===== src/rtl/nand_rd_pkg.sv =====
package nand_rd_pkg;
   localparam int PIDX_W = 16;

   localparam logic [7:0] OPC_STATUS  = 8'h05;
   localparam logic [7:0] OPC_LOAD    = 8'h13;
   localparam logic [7:0] OPC_BUFREAD = 8'h0B;
   localparam logic [7:0] REG_GENERAL = 8'hC0;

   localparam int BUSY_BIT = 0;
   localparam int ECC_MSB  = 5;

   typedef enum logic [1:0] {
      RES_OK       = 2'd0,
      RES_MISALIGN = 2'd1,
      RES_ECC      = 2'd2,
      RES_TIMEOUT  = 2'd3
   } rd_result_e;

   typedef enum logic [2:0] {
      STEP_WAIT_PRE,
      STEP_LOAD,
      STEP_WAIT_POST,
      STEP_READ,
      STEP_ECC
   } rd_step_e;

   typedef enum logic [1:0] {
      SQ_IDLE,
      SQ_GAP,
      SQ_XFER
   } seq_state_e;
endpackage


===== src/rtl/nand_spi_byte.sv =====
module nand_spi_byte #(
   parameter int CLK_DIV = 2
) (
   input  logic       clk,
   input  logic       rst_n,
   input  logic       go,
   input  logic [7:0] tx,
   input  logic       miso,
   output logic       sclk,
   output logic       mosi,
   output logic       fin,
   output logic [7:0] rx
);
   localparam int DIV_W = (CLK_DIV > 1) ? $clog2(CLK_DIV) : 1;

   logic       active;
   logic       hi;
   logic       tick;
   logic [2:0] bitn;
   logic [7:0] sh;
   logic [7:0] rsh;

   // Divider variant: one half-period of sclk lasts CLK_DIV clocks
   generate
      if (CLK_DIV == 1) begin : g_nodiv
         assign tick = active;
      end else begin : g_div
         logic [DIV_W-1:0] divc;
         always_ff @(posedge clk or negedge rst_n) begin
            if (!rst_n)
               divc <= '0;
            else if (!active || divc == DIV_W'(CLK_DIV - 1))
               divc <= '0;
            else
               divc <= divc + DIV_W'(1);
         end
         assign tick = active && (divc == DIV_W'(CLK_DIV - 1));
      end
   endgenerate

   always_ff @(posedge clk or negedge rst_n) begin
      if (!rst_n) begin
         active <= 1'b0;
         hi     <= 1'b0;
         bitn   <= '0;
         sh     <= '0;
         rsh    <= '0;
         fin    <= 1'b0;
      end else begin
         fin <= 1'b0;
         if (!active) begin
            if (go) begin
               active <= 1'b1;
               sh     <= tx;
               bitn   <= '0;
               hi     <= 1'b0;
            end
         end else if (tick) begin
            if (!hi) begin
               hi  <= 1'b1;
               rsh <= {rsh[6:0], miso};
            end else begin
               hi   <= 1'b0;
               sh   <= {sh[6:0], 1'b0};
               bitn <= bitn + 3'd1;
               if (bitn == 3'd7) begin
                  active <= 1'b0;
                  fin    <= 1'b1;
               end
            end
         end
      end
   end

   assign sclk = hi;
   assign mosi = sh[7];
   assign rx   = rsh;
endmodule


===== src/rtl/nand_req_check.sv =====
module nand_req_check
   import nand_rd_pkg::*;
#(
   parameter int ADDR_W     = 32,
   parameter int CNT_W      = 24,
   parameter int PAGE_BYTES = 2048
) (
   input  logic [ADDR_W-1:0] addr,
   input  logic [CNT_W-1:0]  cnt,
   output logic              misaligned,
   output logic              empty,
   output logic [PIDX_W-1:0] first_page,
   output logic [CNT_W-1:0]  n_pages
);
   localparam int PG_LG = $clog2(PAGE_BYTES);

   always_comb begin
      misaligned = (addr[PG_LG-1:0] != '0) || (cnt[PG_LG-1:0] != '0);
      empty      = (cnt == '0);
      first_page = PIDX_W'(addr >> PG_LG);
      n_pages    = cnt >> PG_LG;
   end
endmodule


===== src/rtl/nand_rd_seq.sv =====
module nand_rd_seq
   import nand_rd_pkg::*;
#(
   parameter int PAGE_BYTES = 2048,
   parameter int CNT_W      = 24,
   parameter int POLL_W     = 16,
   parameter int CS_GAP     = 2
) (
   input  logic              clk,
   input  logic              rst_n,
   input  logic              start,
   input  logic              misaligned,
   input  logic              empty,
   input  logic [PIDX_W-1:0] first_page,
   input  logic [CNT_W-1:0]  n_pages,
   input  logic [POLL_W-1:0] poll_limit,
   output logic              cs_n,
   output logic              go,
   output logic [7:0]        tx,
   input  logic              fin,
   input  logic [7:0]        rx,
   output logic              rd_valid,
   output logic [7:0]        rd_data,
   output logic              done,
   output logic [1:0]        status
);
   localparam int BI_W  = $clog2(PAGE_BYTES + 4) + 1;
   localparam int GAP_W = $clog2(CS_GAP + 1);
   localparam logic [BI_W-1:0] LAST_STAT = BI_W'(2);
   localparam logic [BI_W-1:0] LAST_LOAD = BI_W'(3);
   localparam logic [BI_W-1:0] LAST_READ = BI_W'(PAGE_BYTES + 3);
   localparam logic [BI_W-1:0] HDR_LAST  = BI_W'(3);

   seq_state_e        state;
   rd_step_e          step;
   logic [BI_W-1:0]   bidx;
   logic [GAP_W-1:0]  gapc;
   logic [PIDX_W-1:0] page;
   logic [CNT_W-1:0]  left;
   logic [POLL_W-1:0] polls;
   logic [POLL_W-1:0] lim;
   logic [BI_W-1:0]   last_idx;

   assign lim = (poll_limit == '0) ? POLL_W'(1) : poll_limit;

   function automatic logic [7:0] frame_byte(rd_step_e s, logic [BI_W-1:0] i,
                                             logic [PIDX_W-1:0] pg);
      logic [7:0] b;
      b = 8'h00;
      case (s)
         STEP_LOAD: begin
            if (i == BI_W'(0))      b = OPC_LOAD;
            else if (i == BI_W'(2)) b = pg[15:8];
            else if (i == BI_W'(3)) b = pg[7:0];
         end
         STEP_READ: begin
            if (i == BI_W'(0)) b = OPC_BUFREAD;
         end
         default: begin
            if (i == BI_W'(0))      b = OPC_STATUS;
            else if (i == BI_W'(1)) b = REG_GENERAL;
         end
      endcase
      return b;
   endfunction

   always_comb begin
      case (step)
         STEP_LOAD: last_idx = LAST_LOAD;
         STEP_READ: last_idx = LAST_READ;
         default:   last_idx = LAST_STAT;
      endcase
   end

   always_ff @(posedge clk or negedge rst_n) begin
      if (!rst_n) begin
         state    <= SQ_IDLE;
         step     <= STEP_WAIT_PRE;
         cs_n     <= 1'b1;
         go       <= 1'b0;
         tx       <= '0;
         bidx     <= '0;
         gapc     <= '0;
         page     <= '0;
         left     <= '0;
         polls    <= '0;
         rd_valid <= 1'b0;
         rd_data  <= '0;
         done     <= 1'b0;
         status   <= RES_OK;
      end else begin
         go       <= 1'b0;
         rd_valid <= 1'b0;
         done     <= 1'b0;
         case (state)
            SQ_IDLE: begin
               if (start) begin
                  if (misaligned || empty) begin
                     done   <= 1'b1;
                     status <= misaligned ? RES_MISALIGN : RES_OK;
                  end else begin
                     page  <= first_page;
                     left  <= n_pages;
                     step  <= STEP_WAIT_PRE;
                     polls <= '0;
                     gapc  <= '0;
                     state <= SQ_GAP;
                  end
               end
            end
            SQ_GAP: begin
               if (gapc == GAP_W'(CS_GAP - 1)) begin
                  state <= SQ_XFER;
                  cs_n  <= 1'b0;
                  bidx  <= '0;
                  go    <= 1'b1;
                  tx    <= frame_byte(step, '0, page);
               end else begin
                  gapc <= gapc + GAP_W'(1);
               end
            end
            SQ_XFER: begin
               if (fin) begin
                  if (step == STEP_READ && bidx > HDR_LAST) begin
                     rd_valid <= 1'b1;
                     rd_data  <= rx;
                  end
                  if (bidx != last_idx) begin
                     bidx <= bidx + BI_W'(1);
                     go   <= 1'b1;
                     tx   <= frame_byte(step, bidx + BI_W'(1), page);
                  end else begin
                     cs_n  <= 1'b1;
                     gapc  <= '0;
                     state <= SQ_GAP;
                     case (step)
                        STEP_WAIT_PRE, STEP_WAIT_POST: begin
                           if (rx[BUSY_BIT]) begin
                              if (polls >= lim - POLL_W'(1)) begin
                                 done   <= 1'b1;
                                 status <= RES_TIMEOUT;
                                 state  <= SQ_IDLE;
                              end else begin
                                 polls <= polls + POLL_W'(1);
                              end
                           end else begin
                              polls <= '0;
                              step  <= (step == STEP_WAIT_PRE) ? STEP_LOAD : STEP_READ;
                           end
                        end
                        STEP_LOAD: step <= STEP_WAIT_POST;
                        STEP_READ: step <= STEP_ECC;
                        default: begin
                           if (rx[ECC_MSB]) begin
                              done   <= 1'b1;
                              status <= RES_ECC;
                              state  <= SQ_IDLE;
                           end else if (left == CNT_W'(1)) begin
                              done   <= 1'b1;
                              status <= RES_OK;
                              state  <= SQ_IDLE;
                           end else begin
                              left <= left - CNT_W'(1);
                              page <= page + PIDX_W'(1);
                              step <= STEP_WAIT_PRE;
                           end
                        end
                     endcase
                  end
               end
            end
            default: state <= SQ_IDLE;
         endcase
      end
   end
endmodule


===== src/rtl/nand_page_reader.sv =====
module nand_page_reader
   import nand_rd_pkg::*;
#(
   parameter int ADDR_W     = 32,
   parameter int CNT_W      = 24,
   parameter int POLL_W     = 16,
   parameter int PAGE_BYTES = 2048,
   parameter int CLK_DIV    = 2,
   parameter int CS_GAP     = 2
) (
   input  logic              clk,
   input  logic              rst_n,
   input  logic              start,
   input  logic [ADDR_W-1:0] start_addr,
   input  logic [CNT_W-1:0]  byte_count,
   input  logic [POLL_W-1:0] poll_limit,
   output logic              spi_sclk,
   output logic              spi_cs_n,
   output logic              spi_mosi,
   input  logic              spi_miso,
   output logic              rd_valid,
   output logic [7:0]        rd_data,
   output logic              done,
   output logic [1:0]        status
);
   localparam int PG_LG = $clog2(PAGE_BYTES);

   if (PAGE_BYTES < 8 || (PAGE_BYTES & (PAGE_BYTES - 1)) != 0) begin : g_bad_page
      $error("PAGE_BYTES must be a power of two of at least 8");
   end
   if (CLK_DIV < 1) begin : g_bad_div
      $error("CLK_DIV must be at least 1");
   end
   if (CS_GAP < 2) begin : g_bad_gap
      $error("CS_GAP must be at least 2");
   end
   if (ADDR_W <= PG_LG || CNT_W <= PG_LG) begin : g_bad_width
      $error("ADDR_W and CNT_W must exceed the page offset width");
   end
   if (POLL_W < 1) begin : g_bad_poll
      $error("POLL_W must be at least 1");
   end

   logic              misaligned;
   logic              empty;
   logic [PIDX_W-1:0] first_page;
   logic [CNT_W-1:0]  n_pages;
   logic              go;
   logic [7:0]        tx;
   logic              fin;
   logic [7:0]        rx;

   nand_req_check #(
      .ADDR_W(ADDR_W), .CNT_W(CNT_W), .PAGE_BYTES(PAGE_BYTES)
   ) u_req (
      .addr(start_addr), .cnt(byte_count), .misaligned(misaligned),
      .empty(empty), .first_page(first_page), .n_pages(n_pages)
   );

   nand_rd_seq #(
      .PAGE_BYTES(PAGE_BYTES), .CNT_W(CNT_W), .POLL_W(POLL_W), .CS_GAP(CS_GAP)
   ) u_seq (
      .clk(clk), .rst_n(rst_n), .start(start), .misaligned(misaligned),
      .empty(empty), .first_page(first_page), .n_pages(n_pages),
      .poll_limit(poll_limit), .cs_n(spi_cs_n), .go(go), .tx(tx),
      .fin(fin), .rx(rx), .rd_valid(rd_valid), .rd_data(rd_data),
      .done(done), .status(status)
   );

   nand_spi_byte #(
      .CLK_DIV(CLK_DIV)
   ) u_phy (
      .clk(clk), .rst_n(rst_n), .go(go), .tx(tx), .miso(spi_miso),
      .sclk(spi_sclk), .mosi(spi_mosi), .fin(fin), .rx(rx)
   );
endmodule


===== config.mk =====
export PLATFORM = sky130hd
export DESIGN_NAME = nand_page_reader
export DESIGN_NICKNAME = d
export VERILOG_FILES = /design/src/rtl/nand_rd_pkg.sv /design/src/rtl/nand_spi_byte.sv /design/src/rtl/nand_req_check.sv /design/src/rtl/nand_rd_seq.sv /design/src/rtl/nand_page_reader.sv
export SDC_FILE = /design/constraint.sdc
export NUM_CORES = 1
export LEC_CHECK = 0
export BUFFER_PORTS_ARGS = -buffer_cell sky130_fd_sc_hd__buf_2
export CORE_MARGIN = 2
export CORE_UTILIZATION = 54
export CTS_CLUSTER_DIAMETER = 100
export CTS_CLUSTER_SIZE = 24
export DETAILED_ROUTE_END_ITERATION = 10
export HOLD_SLACK_MARGIN = 0.12
export PLACE_DENSITY = 0.78
export SKIP_LAST_GASP = 1
export SYNTH_ARGS = -nofsm -noshare
export SYNTH_HDL_FRONTEND = slang
export SYNTH_SLANG_ARGS = --single-unit

===== constraint.sdc =====
create_clock -name clk -period 2.3 [get_ports clk]
set_input_delay 0.46 -clock clk [delete_from_list [all_inputs] [get_ports clk]]
set_output_delay 0.46 -clock clk [all_outputs]
set_load 0.01 [all_outputs]

==> reports/results.tsv <==
stage	metric	value	unit
synthesis	synthTopCellsByArea	dfrtp_1, ha_1, o31ai_1	
floorplanning	start_util	0.549	
timing	finalSetupViolations	54	
timing	rsz0062_at_grt	yes	
finish	drive_gt1_frac	0.408	
drt	avgViaCountPerCell	6.58	
drt	drc	0	
pwr	leakagePower	5.23	nW
synthesis	synthTopCellsByCount	dfrtp_1, nand2_1, nor2_1	
clock_tree	htree_levels	4	
grt	grt_pass1_vias	8238	
timing	relSlewSlack	0.605	
floorplanning	die_h	125	µm
floorplanning	io_pins	91	
timing	final.min_clock_period	3.92	ns
placed_design	dp_hpwl	15.3	mm
run_status	violations	negative setup slack	
grt	grt_start_max_net_pins	51	
drt	vias	8826	
drt	firstDrtPassIters	6	
floorplanning	die_w	125	µm
run_status	status	finished, violations left	
min_path	hold_class	primary input to flop	
drt	drt-wirelength-per-cell	20.7	µm
synthesis	syn-cell-area	7940	µm²
timing	max_freq	255	MHz
clock_tree	clk_path_buf_depth	2	
critical_path	cp.required	2.62	ns
job	max-cap-violations	0	
synthesis	synth_cell_types	79	
synthesis	yosys.area.top_type_share	0.378	
clock_tree	path_clk_slew	0.06	ns
placed_design	portBuffers	85	
critical_path	worstSetupPathType	primary input to flop	
finish	fin_util	0.802	
floorplanning	coreArea	14500	µm²
finish	antenna_cells	0	
pwr	power_density	434	nW/µm²
timing	fin_ws	-1.62	ns
drt	postRouteAntennaNets	0	
synthesis	ys_ff_latch	121	
clock_tree	clock_sinks	121	
grt	grt_pass1_wl	40.2	mm
synthesis	synthArstFlopShare	1.00	
clock_tree	clk_latency	0.44	ns
finish	nNetsFinal	1254	
synthesis	avgSynthCellArea	8.92	µm²
finish	area_growth	46.3	%
critical_path	cp_max_fo	9	
grt	grt.overflow.total	0	
synthesis	yosys_warnings	0	
clock_tree	cts-root-buf	clkbuf_16	
floorplanning	num_rows	44	
grt	antenna_found_initial	0	
synthesis	netlist_instances	890	
synthesis	ys.flop_type	dfrtp_1	
critical_path	crit_arrival	4.24	ns
floorplanning	die-area	15700	µm²
drt	routed_wl	27.8	mm
timing	finalMaxSlewViolations	0	
synthesis	yosysMostFrequentCell	dfrtp_1	
timing	worst_pin_slew	0.593	ns
synthesis	syn-num-nets	999	
critical_path	critPathLaunchType	primary input	
synthesis	ys_seq_area_frac	0.381	
timing	fin_crit_sh	1.71	
synthesis	yosysTopAreaCell	dfrtp_1	
synthesis	synth_edf_count	0	
clock_tree	cts_tree	built	
grt	grtUsageTotal	0.314	
timing	finalHoldViolations	0	
placed_design	routabilityCongestion	0.893	
timing	clock_skew	0.0141	ns
drt	drt_iter0_drc	1002	
pwr	vdd_drop_max	0.554	mV
clock_tree	cts_buffers	17	
critical_path	end_kind	flop	
pwr	power	5.05	mW
==> state kept, by name (all words and copies together), names as in the netlist, 2 cells and up <==
| name | flops |
|---|---|
| u_seq.status | 2 |
| u_phy.rx | 8 |
| u_seq.tx | 8 |
| u_seq.state | 2 |
| u_phy.bitn | 3 |
| u_phy.sh | 8 |
| u_seq.bidx | 13 |
| u_seq.rd_data | 8 |
| u_seq.gapc | 2 |
| u_seq.polls | 16 |
| u_seq.left | 24 |
| u_seq.page | 16 |
| u_seq.step | 3 |
==> cells in the final DEF (no fill, tap or decap), types with 14 or more instances in the layout <==
cell type / count
a21oi_1: 29
buf_12: 14
buf_2: 82
buf_4: 170
buf_6: 15
clkbuf_16: 20
dfrtp_1: 118
ha_1: 31
inv_1: 20
mux2_2: 18
mux2i_1: 19
nand2_1: 82
nand2b_1: 21
nand3_1: 26
nand4_1: 16
nor2_1: 67
nor4_1: 15
o21ai_0: 30
o31ai_1: 27
==> layout make-up <==
type                       instances  area [µm²]
timing repair buffer             287        2250
sequential                       121        3030
clock inverter                    14         141
fill                             793        2860
multi-input combinational        696        5450
inverter                          22        86.3
clock buffer                      18         429
tap                              184         230
==> cell families (layout without fill, tap and decap cells) <==
family	count (synthesis)	count (layout)	synth area share
DFF	121	121	0.381
muxes	37	37	0.0495
AOI/OAI and AO/OA	248	249	0.220
adders and majority gates	33	33	0.0520
xor gates and xnor gates	18	18	0.0198
buffers and inverters	75	341	0.0399
and+or+nand+nor	358	359	0.238
==> worst max-delay path, cell delays in order <==
cell and delay (ns):
buf_6 0.09, or4_4 0.53, or3b_4 0.40, nor3_4 0.23
nor2_2 0.07, ha_2 0.17, nor3b_4 0.16, nand2_1 0.08
or2_4 0.14, nor2_4 0.04, xnor2_2 0.13, ha_1 0.31
nand4_1 0.09, o311a_1 0.42, buf_6 0.15, a211oi_4 0.33
buf_6 0.23, o31ai_2 0.10, o31ai_1 0.09
==> metal layers <==
layer | global-route usage | vias up | share of wire
met5 | 0 | - | 0
met4 | 0.148 | 0 | 0.051
met3 | 0.0638 | 148 | 0.085
met2 | 0.518 | 542 | 0.49
met1 | 0.398 | 4257 | 0.37
li1 | - | 3879 | -
==> through the flow <==
stage                     worst slack (ns)  cell area, µm²  cells  hold WS [ns]  setup TNS [ns]
after global placement               -1.90            9810   1273         0.422          -46.07
after floorplan                      -1.77            8010    890         0.164          -33.83
after detailed placement             -2.04            9810   1273         0.424          -47.71
after global routing                 -1.77           11600   1342         0.269          -37.83
final                                -1.62           11600   1342         0.262          -32.45
after CTS                            -1.48           10900   1326         0.253          -28.57
==> path summary, 6_finish.rpt <==
kind / slack (ns) / endpoint / from / depth (start not counted)
worst max-delay path: -1.62 / u_seq.polls[6]$_DFFE_PN0P_ / poll_limit[2] / 19
worst min-delay path: 0.26 / u_phy.rx[0]$_DFFE_PN0P_ / spi_miso / 2
worst max register to register: -0.39 / u_seq.polls[6]$_DFFE_PN0P_ / u_seq.polls[0]$_DFFE_PN0P_ / 11
worst min register to register: 0.48 / u_phy.sh[7]$_DFFE_PN0P_ / u_phy.sh[7]$_DFFE_PN0P_ / 2
max in group asynchronous: 1.15 / u_seq.cs_n$_DFFE_PN1P_ / rst_n / 3
min in group asynchronous: 0.50 / u_phy.sh[7]$_DFFE_PN0P_ / rst_n / 2
==> power breakdown <==
| group | switching, mW | internal [mW] | total [mW] |
|---|---|---|---|
| Combinational | 0.144 | 0.134 | 0.278 |
| Clock | 1.11 | 1.51 | 2.62 |
| Sequential | 0.00818 | 2.14 | 2.14 |
| Total | 1.27 | 3.78 | 5.05 |
==> timing repair <==
item	CTS	global route
pin swaps	23	69
cloned	5	3
setup buffers	15	18
hold buffers	1	0
hold endpoints to repair	28	0
setup endpoints to repair	60	70
gates resized for setup	56	120
No activity file was read; power rests on OpenSTA's default activity.
